`src/rtl/dma_cmd_pkg.sv`:
```
package dma_cmd_pkg;

    localparam int ADDR_W = 24;
    localparam int CNT_W  = 16;
    localparam int PORT_W = 16;
    localparam int MODE_W = 8;

    localparam logic [3:0] OP_SET_PORT = 4'h0;
    localparam logic [3:0] OP_SET_ADDR = 4'h2;
    localparam logic [3:0] OP_GET_ADDR = 4'h3;
    localparam logic [3:0] OP_SET_CNT  = 4'h4;
    localparam logic [3:0] OP_GET_CNT  = 4'h5;
    localparam logic [3:0] OP_GET_STAT = 4'h6;
    localparam logic [3:0] OP_SET_MODE = 4'h7;
    localparam logic [3:0] OP_MASK     = 4'h9;
    localparam logic [3:0] OP_UNMASK   = 4'hA;
    localparam logic [3:0] OP_MCLR     = 4'hD;

    localparam int MODE_IO_BIT   = 0;
    localparam int MODE_XFER_BIT = 2;
    localparam int MODE_WDIR_BIT = 3;
    localparam int MODE_W16_BIT  = 6;

    typedef struct packed {
        logic [ADDR_W-1:0] addr;
        logic [CNT_W-1:0]  cnt;
        logic [PORT_W-1:0] port;
        logic [MODE_W-1:0] mode;
        logic              masked;
    } chan_t;

    function automatic logic [1:0] op_len(input logic [3:0] op);
        case (op)
            OP_SET_ADDR, OP_GET_ADDR:            return 2'd3;
            OP_SET_CNT, OP_GET_CNT, OP_SET_PORT: return 2'd2;
            OP_GET_STAT, OP_SET_MODE:            return 2'd1;
            default:                             return 2'd0;
        endcase
    endfunction

    function automatic logic is_set_op(input logic [3:0] op);
        return (op == OP_SET_PORT) || (op == OP_SET_ADDR) ||
               (op == OP_SET_CNT)  || (op == OP_SET_MODE);
    endfunction

endpackage

```
`src/rtl/dma_cmd_seq.sv`:
```
module dma_cmd_seq
    import dma_cmd_pkg::*;
(
    input  logic       clk,
    input  logic       rst_n,
    input  logic       fn_wr,
    input  logic       exe_acc,
    input  logic [7:0] wdata,
    output logic [3:0] op_q,
    output logic [3:0] ch_q,
    output logic [1:0] idx_q,
    output logic       in_range
);

    typedef struct packed {
        logic [3:0] op;
        logic [3:0] ch;
        logic [1:0] idx;
    } seq_t;

    seq_t s_d, s_q;

    always_comb begin
        s_d = s_q;
        if (fn_wr) begin
            s_d.op  = wdata[7:4];
            s_d.ch  = wdata[3:0];
            s_d.idx = 2'd0;
        end else if (exe_acc && (s_q.idx != 2'd3)) begin
            s_d.idx = s_q.idx + 2'd1;
        end
    end

    always_ff @(posedge clk or negedge rst_n) begin
        if (!rst_n) begin
            s_q.op  <= OP_MCLR;
            s_q.ch  <= 4'd0;
            s_q.idx <= 2'd0;
        end else begin
            s_q <= s_d;
        end
    end

    assign op_q     = s_q.op;
    assign ch_q     = s_q.ch;
    assign idx_q    = s_q.idx;
    assign in_range = (s_q.idx < op_len(s_q.op));

    assert_ptr_reset_R1: assert property (@(posedge clk) disable iff (!rst_n)
        fn_wr |=> (idx_q == 2'd0));

    assert_ptr_hold_R9: assert property (@(posedge clk) disable iff (!rst_n)
        (!fn_wr && !exe_acc) |=> $stable(idx_q));

endmodule

```
`src/rtl/dma_chan.sv`:
```
module dma_chan
    import dma_cmd_pkg::*;
(
    input  logic       clk,
    input  logic       rst_n,
    input  logic       mclr,
    input  logic       mask_set,
    input  logic       mask_clr,
    input  logic       wr_en,
    input  logic [3:0] op,
    input  logic [1:0] idx,
    input  logic [7:0] wdata,
    input  logic       step,
    output chan_t      st,
    output logic       tc,
    output logic       ready
);

    chan_t st_d, st_q;
    logic  take;

    always_comb begin
        st_d = st_q;
        take = step && !st_q.masked && st_q.mode[MODE_XFER_BIT] &&
               !wr_en && !mask_set && !mask_clr && !mclr;
        tc   = take && (st_q.cnt == '0);
        if (mclr) begin
            st_d        = '0;
            st_d.masked = 1'b1;
        end else begin
            if (mask_set) st_d.masked = 1'b1;
            if (mask_clr) st_d.masked = 1'b0;
            if (wr_en) begin
                case (op)
                    OP_SET_ADDR: begin
                        case (idx)
                            2'd0:    st_d.addr[7:0]   = wdata;
                            2'd1:    st_d.addr[15:8]  = wdata;
                            default: st_d.addr[23:16] = wdata;
                        endcase
                    end
                    OP_SET_CNT: begin
                        if (idx == 2'd0) st_d.cnt[7:0]  = wdata;
                        else             st_d.cnt[15:8] = wdata;
                    end
                    OP_SET_PORT: begin
                        if (idx == 2'd0) st_d.port[7:0]  = wdata;
                        else             st_d.port[15:8] = wdata;
                    end
                    OP_SET_MODE: st_d.mode = wdata;
                    default: ;
                endcase
            end
            if (take) begin
                st_d.addr = st_q.addr + (st_q.mode[MODE_W16_BIT] ? ADDR_W'(2) : ADDR_W'(1));
                st_d.cnt  = st_q.cnt - CNT_W'(1);
                if (tc) st_d.masked = 1'b1;
            end
        end
    end

    always_ff @(posedge clk or negedge rst_n) begin
        if (!rst_n) begin
            st_q        <= '0;
            st_q.masked <= 1'b1;
        end else begin
            st_q <= st_d;
        end
    end

    assign st    = st_q;
    assign ready = !st_q.masked && st_q.mode[MODE_XFER_BIT];

    assert_masked_hold_R6: assert property (@(posedge clk) disable iff (!rst_n)
        (st_q.masked && !mclr && !wr_en) |=> ($stable(st_q.addr) && $stable(st_q.cnt)));

    assert_tc_wrap_R7: assert property (@(posedge clk) disable iff (!rst_n)
        tc |=> (st_q.masked && (st_q.cnt == '1)));

    assert_mclr_R10: assert property (@(posedge clk) disable iff (!rst_n)
        mclr |=> (st_q.masked && (st_q.addr == '0) && (st_q.mode == '0)));

    assert_step_drop_R11: assert property (@(posedge clk) disable iff (!rst_n)
        (step && wr_en && (op == OP_SET_MODE)) |=> (st_q.cnt == $past(st_q.cnt)));

endmodule

```
`src/rtl/dma_cmd_regs.sv`:
```
module dma_cmd_regs
    import dma_cmd_pkg::*;
#(
    parameter int         NCH     = 8,
    parameter logic [7:0] FN_OFS  = 8'h18,
    parameter logic [7:0] EXE_OFS = 8'h1A,
    localparam int        CHW     = (NCH > 1) ? $clog2(NCH) : 1
) (
    input  logic              clk,
    input  logic              rst_n,
    input  logic              io_wr,
    input  logic              io_rd,
    input  logic [7:0]        io_addr,
    input  logic [7:0]        io_wdata,
    output logic [7:0]        io_rdata,
    input  logic [NCH-1:0]    step,
    output logic [NCH-1:0]    ch_ready,
    input  logic [CHW-1:0]    mon_ch,
    output logic [ADDR_W-1:0] mon_addr,
    output logic [CNT_W-1:0]  mon_cnt,
    output logic [PORT_W-1:0] mon_port,
    output logic [MODE_W-1:0] mon_mode
);

    logic       fn_wr, exe_wr, exe_rd, mclr, ch_ok, set_op;
    logic [3:0] op_q, ch_q;
    logic [1:0] idx_q;
    logic       in_range;
    logic [NCH-1:0] tc_vec;
    chan_t      ch_st [NCH];
    chan_t      sel_st;

    typedef struct packed {
        logic [NCH-1:0] stat;
    } top_t;

    top_t t_d, t_q;

    assign fn_wr  = io_wr && (io_addr == FN_OFS);
    assign exe_wr = io_wr && (io_addr == EXE_OFS);
    assign exe_rd = io_rd && (io_addr == EXE_OFS);
    assign mclr   = fn_wr && (io_wdata[7:4] == OP_MCLR);
    assign ch_ok  = (32'(ch_q) < NCH);
    assign set_op = is_set_op(op_q);

    dma_cmd_seq u_seq (
        .clk      (clk),
        .rst_n    (rst_n),
        .fn_wr    (fn_wr),
        .exe_acc  (exe_wr || exe_rd),
        .wdata    (io_wdata),
        .op_q     (op_q),
        .ch_q     (ch_q),
        .idx_q    (idx_q),
        .in_range (in_range)
    );

    for (genvar g = 0; g < NCH; g++) begin : g_ch
        logic hit_fn;
        assign hit_fn = fn_wr && (io_wdata[3:0] == 4'(g));
        dma_chan u_chan (
            .clk      (clk),
            .rst_n    (rst_n),
            .mclr     (mclr),
            .mask_set (hit_fn && (io_wdata[7:4] == OP_MASK)),
            .mask_clr (hit_fn && (io_wdata[7:4] == OP_UNMASK)),
            .wr_en    (exe_wr && in_range && set_op && (ch_q == 4'(g))),
            .op       (op_q),
            .idx      (idx_q),
            .wdata    (io_wdata),
            .step     (step[g]),
            .st       (ch_st[g]),
            .tc       (tc_vec[g]),
            .ready    (ch_ready[g])
        );
    end

    always_comb begin
        t_d = t_q;
        if (mclr) begin
            t_d.stat = '0;
        end else begin
            if (exe_rd && in_range && (op_q == OP_GET_STAT)) t_d.stat = '0;
            t_d.stat = t_d.stat | tc_vec;
        end
    end

    always_ff @(posedge clk or negedge rst_n) begin
        if (!rst_n) t_q <= '0;
        else        t_q <= t_d;
    end

    assign sel_st = ch_st[ch_q[CHW-1:0]];

    always_comb begin
        io_rdata = 8'h00;
        if (exe_rd && in_range) begin
            case (op_q)
                OP_GET_ADDR: if (ch_ok) begin
                    case (idx_q)
                        2'd0:    io_rdata = sel_st.addr[7:0];
                        2'd1:    io_rdata = sel_st.addr[15:8];
                        default: io_rdata = sel_st.addr[23:16];
                    endcase
                end
                OP_GET_CNT: if (ch_ok) begin
                    io_rdata = (idx_q == 2'd0) ? sel_st.cnt[7:0] : sel_st.cnt[15:8];
                end
                OP_GET_STAT: io_rdata = 8'(t_q.stat);
                default: ;
            endcase
        end
    end

    assign mon_addr = ch_st[mon_ch].addr;
    assign mon_cnt  = ch_st[mon_ch].cnt;
    assign mon_port = ch_st[mon_ch].port;
    assign mon_mode = ch_st[mon_ch].mode;

    assert_rd_idle_R9: assert property (@(posedge clk) disable iff (!rst_n)
        (exe_rd && !in_range) |-> (io_rdata == 8'h00));

    assert_stat_keep_R8: assert property (@(posedge clk) disable iff (!rst_n)
        ((|tc_vec) && !mclr) |=> ((t_q.stat & $past(tc_vec)) == $past(tc_vec)));

    assert_mclr_all_R10: assert property (@(posedge clk) disable iff (!rst_n)
        mclr |=> ((ch_ready == '0) && (t_q.stat == '0)));

    assert_mask_now_R5: assert property (@(posedge clk) disable iff (!rst_n)
        (fn_wr && (io_wdata[7:4] == OP_MASK) && (32'(io_wdata[3:0]) < NCH))
            |=> (ch_ready == '0 || !ch_ready[$past(io_wdata[2:0])]));

endmodule

```
`config.mk`:
```
export PLATFORM = sky130hd
export DESIGN_NAME = dma_cmd_regs
export DESIGN_NICKNAME = d
export VERILOG_FILES = /design/src/rtl/dma_cmd_pkg.sv /design/src/rtl/dma_cmd_seq.sv /design/src/rtl/dma_chan.sv /design/src/rtl/dma_cmd_regs.sv
export SDC_FILE = /design/constraint.sdc
export NUM_CORES = 2
export LEC_CHECK = 0
export ABC_CLOCK_PERIOD_IN_PS = 8850
export BUFFER_PORTS_ARGS = -buffer_cell sky130_fd_sc_hd__buf_4
export CAP_MARGIN = 20
export CORE_ASPECT_RATIO = 2
export CORE_MARGIN = 2
export CORE_UTILIZATION = 35
export CTS_CLUSTER_DIAMETER = 200
export DETAILED_ROUTE_END_ITERATION = 6
export HOLD_SLACK_MARGIN = 0.12
export MAX_ROUTING_LAYER = met4
export PLACE_DENSITY = 0.6
export SLEW_MARGIN = 15
export SYNTH_ARGS = -nofsm -noshare
export SYNTH_HDL_FRONTEND = slang
export SYNTH_SLANG_ARGS = --single-unit
```
`constraint.sdc`:
```
create_clock -name clk -period 8.85 [get_ports clk]
set_input_delay 2.655 -clock clk [delete_from_list [all_inputs] [get_ports clk]]
set_output_delay 2.655 -clock clk [all_outputs]
set_load 0.02 [all_outputs]
```
# ---- Word level (Yosys, flattened, before mapping)
# Cells that the tools add are included.
dict set report word_totals {
  wordCells 508
  ff_bits 538
  latchBits 0
  n_memories 0
  inputBits 31
  ram_bits 0
  romBits 0
}
dict set report op_classes {
  div 0
  mul 0
  mux 90
  reduce_logical 274
  bitwise 3
  n_eq_ne 44
  shift 0
  n_addsub 17
  n_lt_le_gt_ge 4
}
# operator n
set op_table {}
lappend op_table {{$mux W65} 12}
lappend op_table {{$mux W64} 8}
lappend op_table {{$bmux W65 S3} 2}
lappend op_table {{$mux W40} 8}
lappend op_table {{$add A24 B24 Y24} 8}
lappend op_table {{$reduce_and A3 Y1} 56}
lappend op_table {{$logic_not A16 Y1} 8}
lappend op_table {{$sub A16 B1 Y16 const B} 8}
lappend op_table {{$reduce_bool A3 Y1} 40}
lappend op_table {{$logic_and A1 B1 Y1} 105}
lappend op_table {{$mux W8} 12}
lappend op_table {{$eq A4 B3 Y1 const B} 12}
lappend op_table {{$ne A3 B1 Y1 const B} 16}
lappend op_table {{$logic_not A1 Y1} 33}
lappend op_table {{$mux W1} 32}
lappend op_table {{$mux W16} 2}
lappend op_table {{$eq A4 B2 Y1 const B} 6}
lappend op_table {{$mux W24} 1}
lappend op_table {{$pmux W8 S3} 1}
lappend op_table {{$reduce_bool A2 Y1} 12}
lappend op_table {{$mux W2} 10}
lappend op_table {{$eq A8 B5 Y1 const B} 2}
lappend op_table {{$pmux W8 S2} 1}
lappend op_table {{$reduce_and A2 Y1} 8}
lappend op_table {{17 further kinds} 29}

# ---- Logic depth before layout (Yosys ltp)
dict set report depth {
  word_depth 16
  mapped_depth 13
  depth_no_buf 9
}

# ---- Cells and area by module
# A second synthesis with hierarchy kept.
dict set report unflattened {
  cells_unflattened 3943
  hier_area_um2 37088.1
}
# mod n_inst cells_per_inst area_each_um2
set modules_own_cells {}
lappend modules_own_cells {{dma_chan (g_ch[0].u_chan ...)} 6 412 3667.3}
lappend modules_own_cells {dma_cmd_regs 1 573 7035.5}
lappend modules_own_cells {{dma_chan (g_ch[1].u_chan)} 1 435 3833.7}
lappend modules_own_cells {{dma_chan (g_ch[7].u_chan)} 1 430 3758.6}
lappend modules_own_cells {dma_cmd_seq 1 33 456.7}

# ---- Worst setup path after synthesis
# Ideal clock, no wire load.
dict set report synth_path {
  path_type {input -> output}
  start {input mon_ch[0]}
  end {output mon_addr[8]}
  path_stages 4
  required_ns 6.195
  slack_ns 1.621
  arrival_ns 4.574
  path_buffers 2
  cell_sequence {clkbuf_1 -> buf_1 -> mux4_2 -> mux2_2}
}
dict set report synth_via {
  elab_chain_cells 4
}
# element line_no
set synth_rtl {}
lappend synth_rtl {{start: declaration} dma_cmd_regs.sv:18} ;# input logic [CHW-1:0] mon_ch,
lappend synth_rtl {{$not A3 Y4 (implied by the code)} dma_cmd_regs.sv:115} ;# assign mon_addr = ch_st[mon_ch].addr;
lappend synth_rtl {{$bmux W65 S3} dma_cmd_regs.sv:115}
lappend synth_rtl {{$mux W65 (2 in series)} -}
lappend synth_rtl {{end: declaration} dma_cmd_regs.sv:19} ;# output logic [ADDR_W-1:0] mon_addr,
# Every way passes these cells. The select of a mux whose other input is x is not followed.

# ---- Worst setup path after layout
dict set report layout_path {
  start {input io_addr[5]}
  end {output io_rdata[1]}
}
dict set report layout_via {
  elab_chain_cells 4
}
# element line_no
set layout_rtl {}
lappend layout_rtl {{start: declaration} dma_cmd_regs.sv:13} ;# input logic [7:0] io_addr,
lappend layout_rtl {{$eq A8 B5 Y1} dma_cmd_regs.sv:41} ;# assign exe_rd = io_rd && (io_addr == EXE_OFS);
lappend layout_rtl {{$logic_and A1 B1 Y1} dma_cmd_regs.sv:41}
lappend layout_rtl {{$logic_and A1 B1 Y1} dma_cmd_regs.sv:97} ;# if (exe_rd && in_range) begin
lappend layout_rtl {{$mux W8} dma_cmd_regs.sv:97}
lappend layout_rtl {{end: declaration} dma_cmd_regs.sv:15} ;# output logic [7:0] io_rdata,
# Every way passes these cells.

==> impl_metrics.ini <==
[clock_network]
cts_resized = 0
cts-buffers-inserted = 53
clockBufferDepth = 3
htreeDepth = 2
cts_tree = yes
clock_latency_ns = 0.71
cts_setup_buffers = 0
cts.reportedPaths.clkPinSlew_ns = 0.06
clockRootBuffer = clkbuf_16
clock_sinks = 538
cts_hold_buf = 0

[pwr]
p_per_area_mw_per_mm2 = 140.4
leakage_nw = 16.99
ir_drop_mv = 0.2121

[setup_path]
cp-startpoint = io_addr[5]
required_ns = 6.20
endpoint_kind = output port
worst_ep_arrival_time_ns = 5.57
worst_path_most_repeated_cell = buf_4
crit_path_max_fanout = 10
crit_buf_inv = 2
crit_family = simple AND/OR/NAND/NOR gates
cpPeakStageDelay_ns = 0.66
r2r_start = u_seq.op_q[2]$_DFFE_PN1P_
crit_chain = buf_4 -> nor3b_2 -> nand2_1 -> nor4_1 -> nand4b_1 -> o221ai_1 -> buf_4
crit_path_start_kind = input port
slowest_stage = nand4b_1
path_class = input port to output port

[sta]
max_slew_margin = 0.1087
fin_skew_ns = 0.02736
rsz0062_at_grt = false
fmax_mhz = 121.6
final.setup.tns_ns = 0
hold_viol = 0
fin_crit_sh = 0.9292
worst_pin_slew_ns = 1.333
fin_hold_ws_ns = 0.4747
setup_viol = 0
finalMaxSlewViolations = 0
min_period_ns = 8.224

[drt]
drt_iter0_markers = 3055
num_vias = 35090
routed_wirelength_um = 181600
dr.pass1.iters = 6
drc = 0
routed_via_density = 6.820
ant_nets = 0
routedWlPerCell_um = 35.29

[layout]
layout-drive-gt1-share = 0.1996
finalNetCount = 3805
area_growth_syn_to_layout_pct = 13.14

[global_route]
grt_pass1_vias = 34890
grt_max_degree = 160
antenna_found_initial = 6
grt_pass1_wl_um = 257200
top_usage_layer = met2
grt_usage = 0.3499
use_met2 = 0.5792
met1_usage = 0.3356
overflow = 0
grt_use_met3 = 0.07117

[worst_hold_path]
hold_class = register to register
min_from = g_ch[7].u_chan.st[9]$_DFFE_PN0P_

[placed_design]
hpwlAfterDp_um = 134300
globalplace.congestion = 1.054
port_buffers = 110

[yosys]
avgSynthCellArea_um2 = 9.735
ys_ff_latch = 538
async_flop_share = 1.000
synth_ff_type = dfrtp_1
ys_seq_area_frac = 0.3710
synth_area_leaders = dfrtp_1 (36%), mux4_2 (13%), o22a_1 (4.8%)
ys_warn_count = 0
synth_fp_nets = 3798
synth_top_area_frac = 0.3631
synthDistinctLibCells = 86
synth.most_common_cell = dfrtp_1
synthCells = 3731
synth_largest_area_cell = dfrtp_1
synthTopCellsByCount = dfrtp_1 (527), nand2_1 (423), o21ai_0 (252)
mappedNetlistArea_mm2 = 0.03632
synth_edf_count = 0

[die]
die_area_mm2 = 0.1065
io_pins = 111
die_w_um = 231.8
start_util = 0.3519
rows = 167
die-height_um = 459.6
fp.coreArea_mm2 = 0.1032

[run_status]
status = finished clean

[job]
drv_cap = 0
through the flow:
stage | utilization | cells | area [um2] | power [mW] | worst slack [ns]
after floorplan | - | 3731 | 36320 | 2.839 | 1.621
final | 0.3981 | 5145 | 41100 | 5.770 | 0.6265
after global routing | 0.3980 | 5138 | 41080 | 5.900 | 0.5882
after detailed placement | 0.3769 | 5020 | 38900 | 3.121 | 0.7465
after global placement | 0.3767 | 5017 | 38880 | 3.118 | 0.8689
after CTS | 0.3960 | 5119 | 40880 | 5.765 | 0.7550
worst reg2reg max path: stages (launching register included):
cell       delay, ns
dfstp_2         0.61
nand2b_1        0.30
o21ai_0         0.12
ha_1            0.23
nand4bb_1       0.37
nor4_4          0.99
nand4_1         1.17
a31oi_1         1.21
buf_4           0.33
a31oi_1         0.06
o22a_1          0.25
final timing paths:
kind | endpoint | cells past startpoint | slack, ns
worst max-delay path | io_rdata[1] | 7 | 0.63
worst min-delay path | g_ch[7].u_chan.st[9]$_DFFE_PN0P_ | 2 | 0.47
worst max register to register | g_ch[3].u_chan.st[46]$_DFFE_PN0P_ | 10 | 3.07
worst min register to register | g_ch[7].u_chan.st[9]$_DFFE_PN0P_ | 2 | 0.47
max in group asynchronous | u_seq.ch_q[0]$_DFFE_PN0P_ | 2 | 5.21
min in group asynchronous | g_ch[6].u_chan.st[52]$_DFFE_PN0P_ | 1 | 1.96
cell usage in the layout, fill, tap and decap left out, types with 56 or more instances in the layout:
cell         n
dfrtp_1    525
nand2_1    422
o21ai_0    250
buf_4      245
mux4_2     216
o22a_1     198
a31oi_1    173
a21oi_1    158
nor2_1     153
nand3_1    102
a22oi_1     98
mux2_2      96
nor3_1      88
inv_1       87
a2bb2oi_1   68
and3_1      58
o22ai_1     56
logic make-up after synthesis:
| group | after synthesis | synth area share |
|---|---|---|
| buffers and inverters | 396 | 0.04340 |
| XOR/XNOR | 3 | 0.0007235 |
| AND/OR/NAND/NOR | 1109 | 0.1513 |
| flip-flops | 538 | 0.3710 |
| AO/OA/AOI/OAI | 1310 | 0.2484 |
| multiplexers | 339 | 0.1711 |
| adder cells (fa/ha/maj) | 36 | 0.01405 |
layer usage:
layer / vias to the layer above / part of all wire
li1: 14660 / -
met1: 17650 / 0.31
met2: 1925 / 0.49
met3: 851 / 0.071
met4: 0 / 0.13
met5: - / 0
flip-flops by register name (all words and copies together) (netlist names):
name            flops
t_q                 8
u_seq.ch_q          4
u_seq.idx_q         2
u_seq.op_q          4
g_ch.u_chan.st    520
final cells by class:
cell class	count	area [um2]
clock buffers	74	1535
clock inverters	25	436.7
well taps	1352	1692
multi-input cells	2797	21520
inverters	88	330.3
repair buffers	260	2066
flip-flops and latches	538	13480
fillers	10330	62130
diodes	11	27.53
report_power, final:
| part | switching, mW | internal (mW) |
|---|---|---|
| registers | 0.0433 | 2.48 |
| clock network | 1.16 | 1.51 |
| logic | 0.397 | 0.180 |
| total | 1.60 | 4.17 |
(Power assumes the default switching activity.)
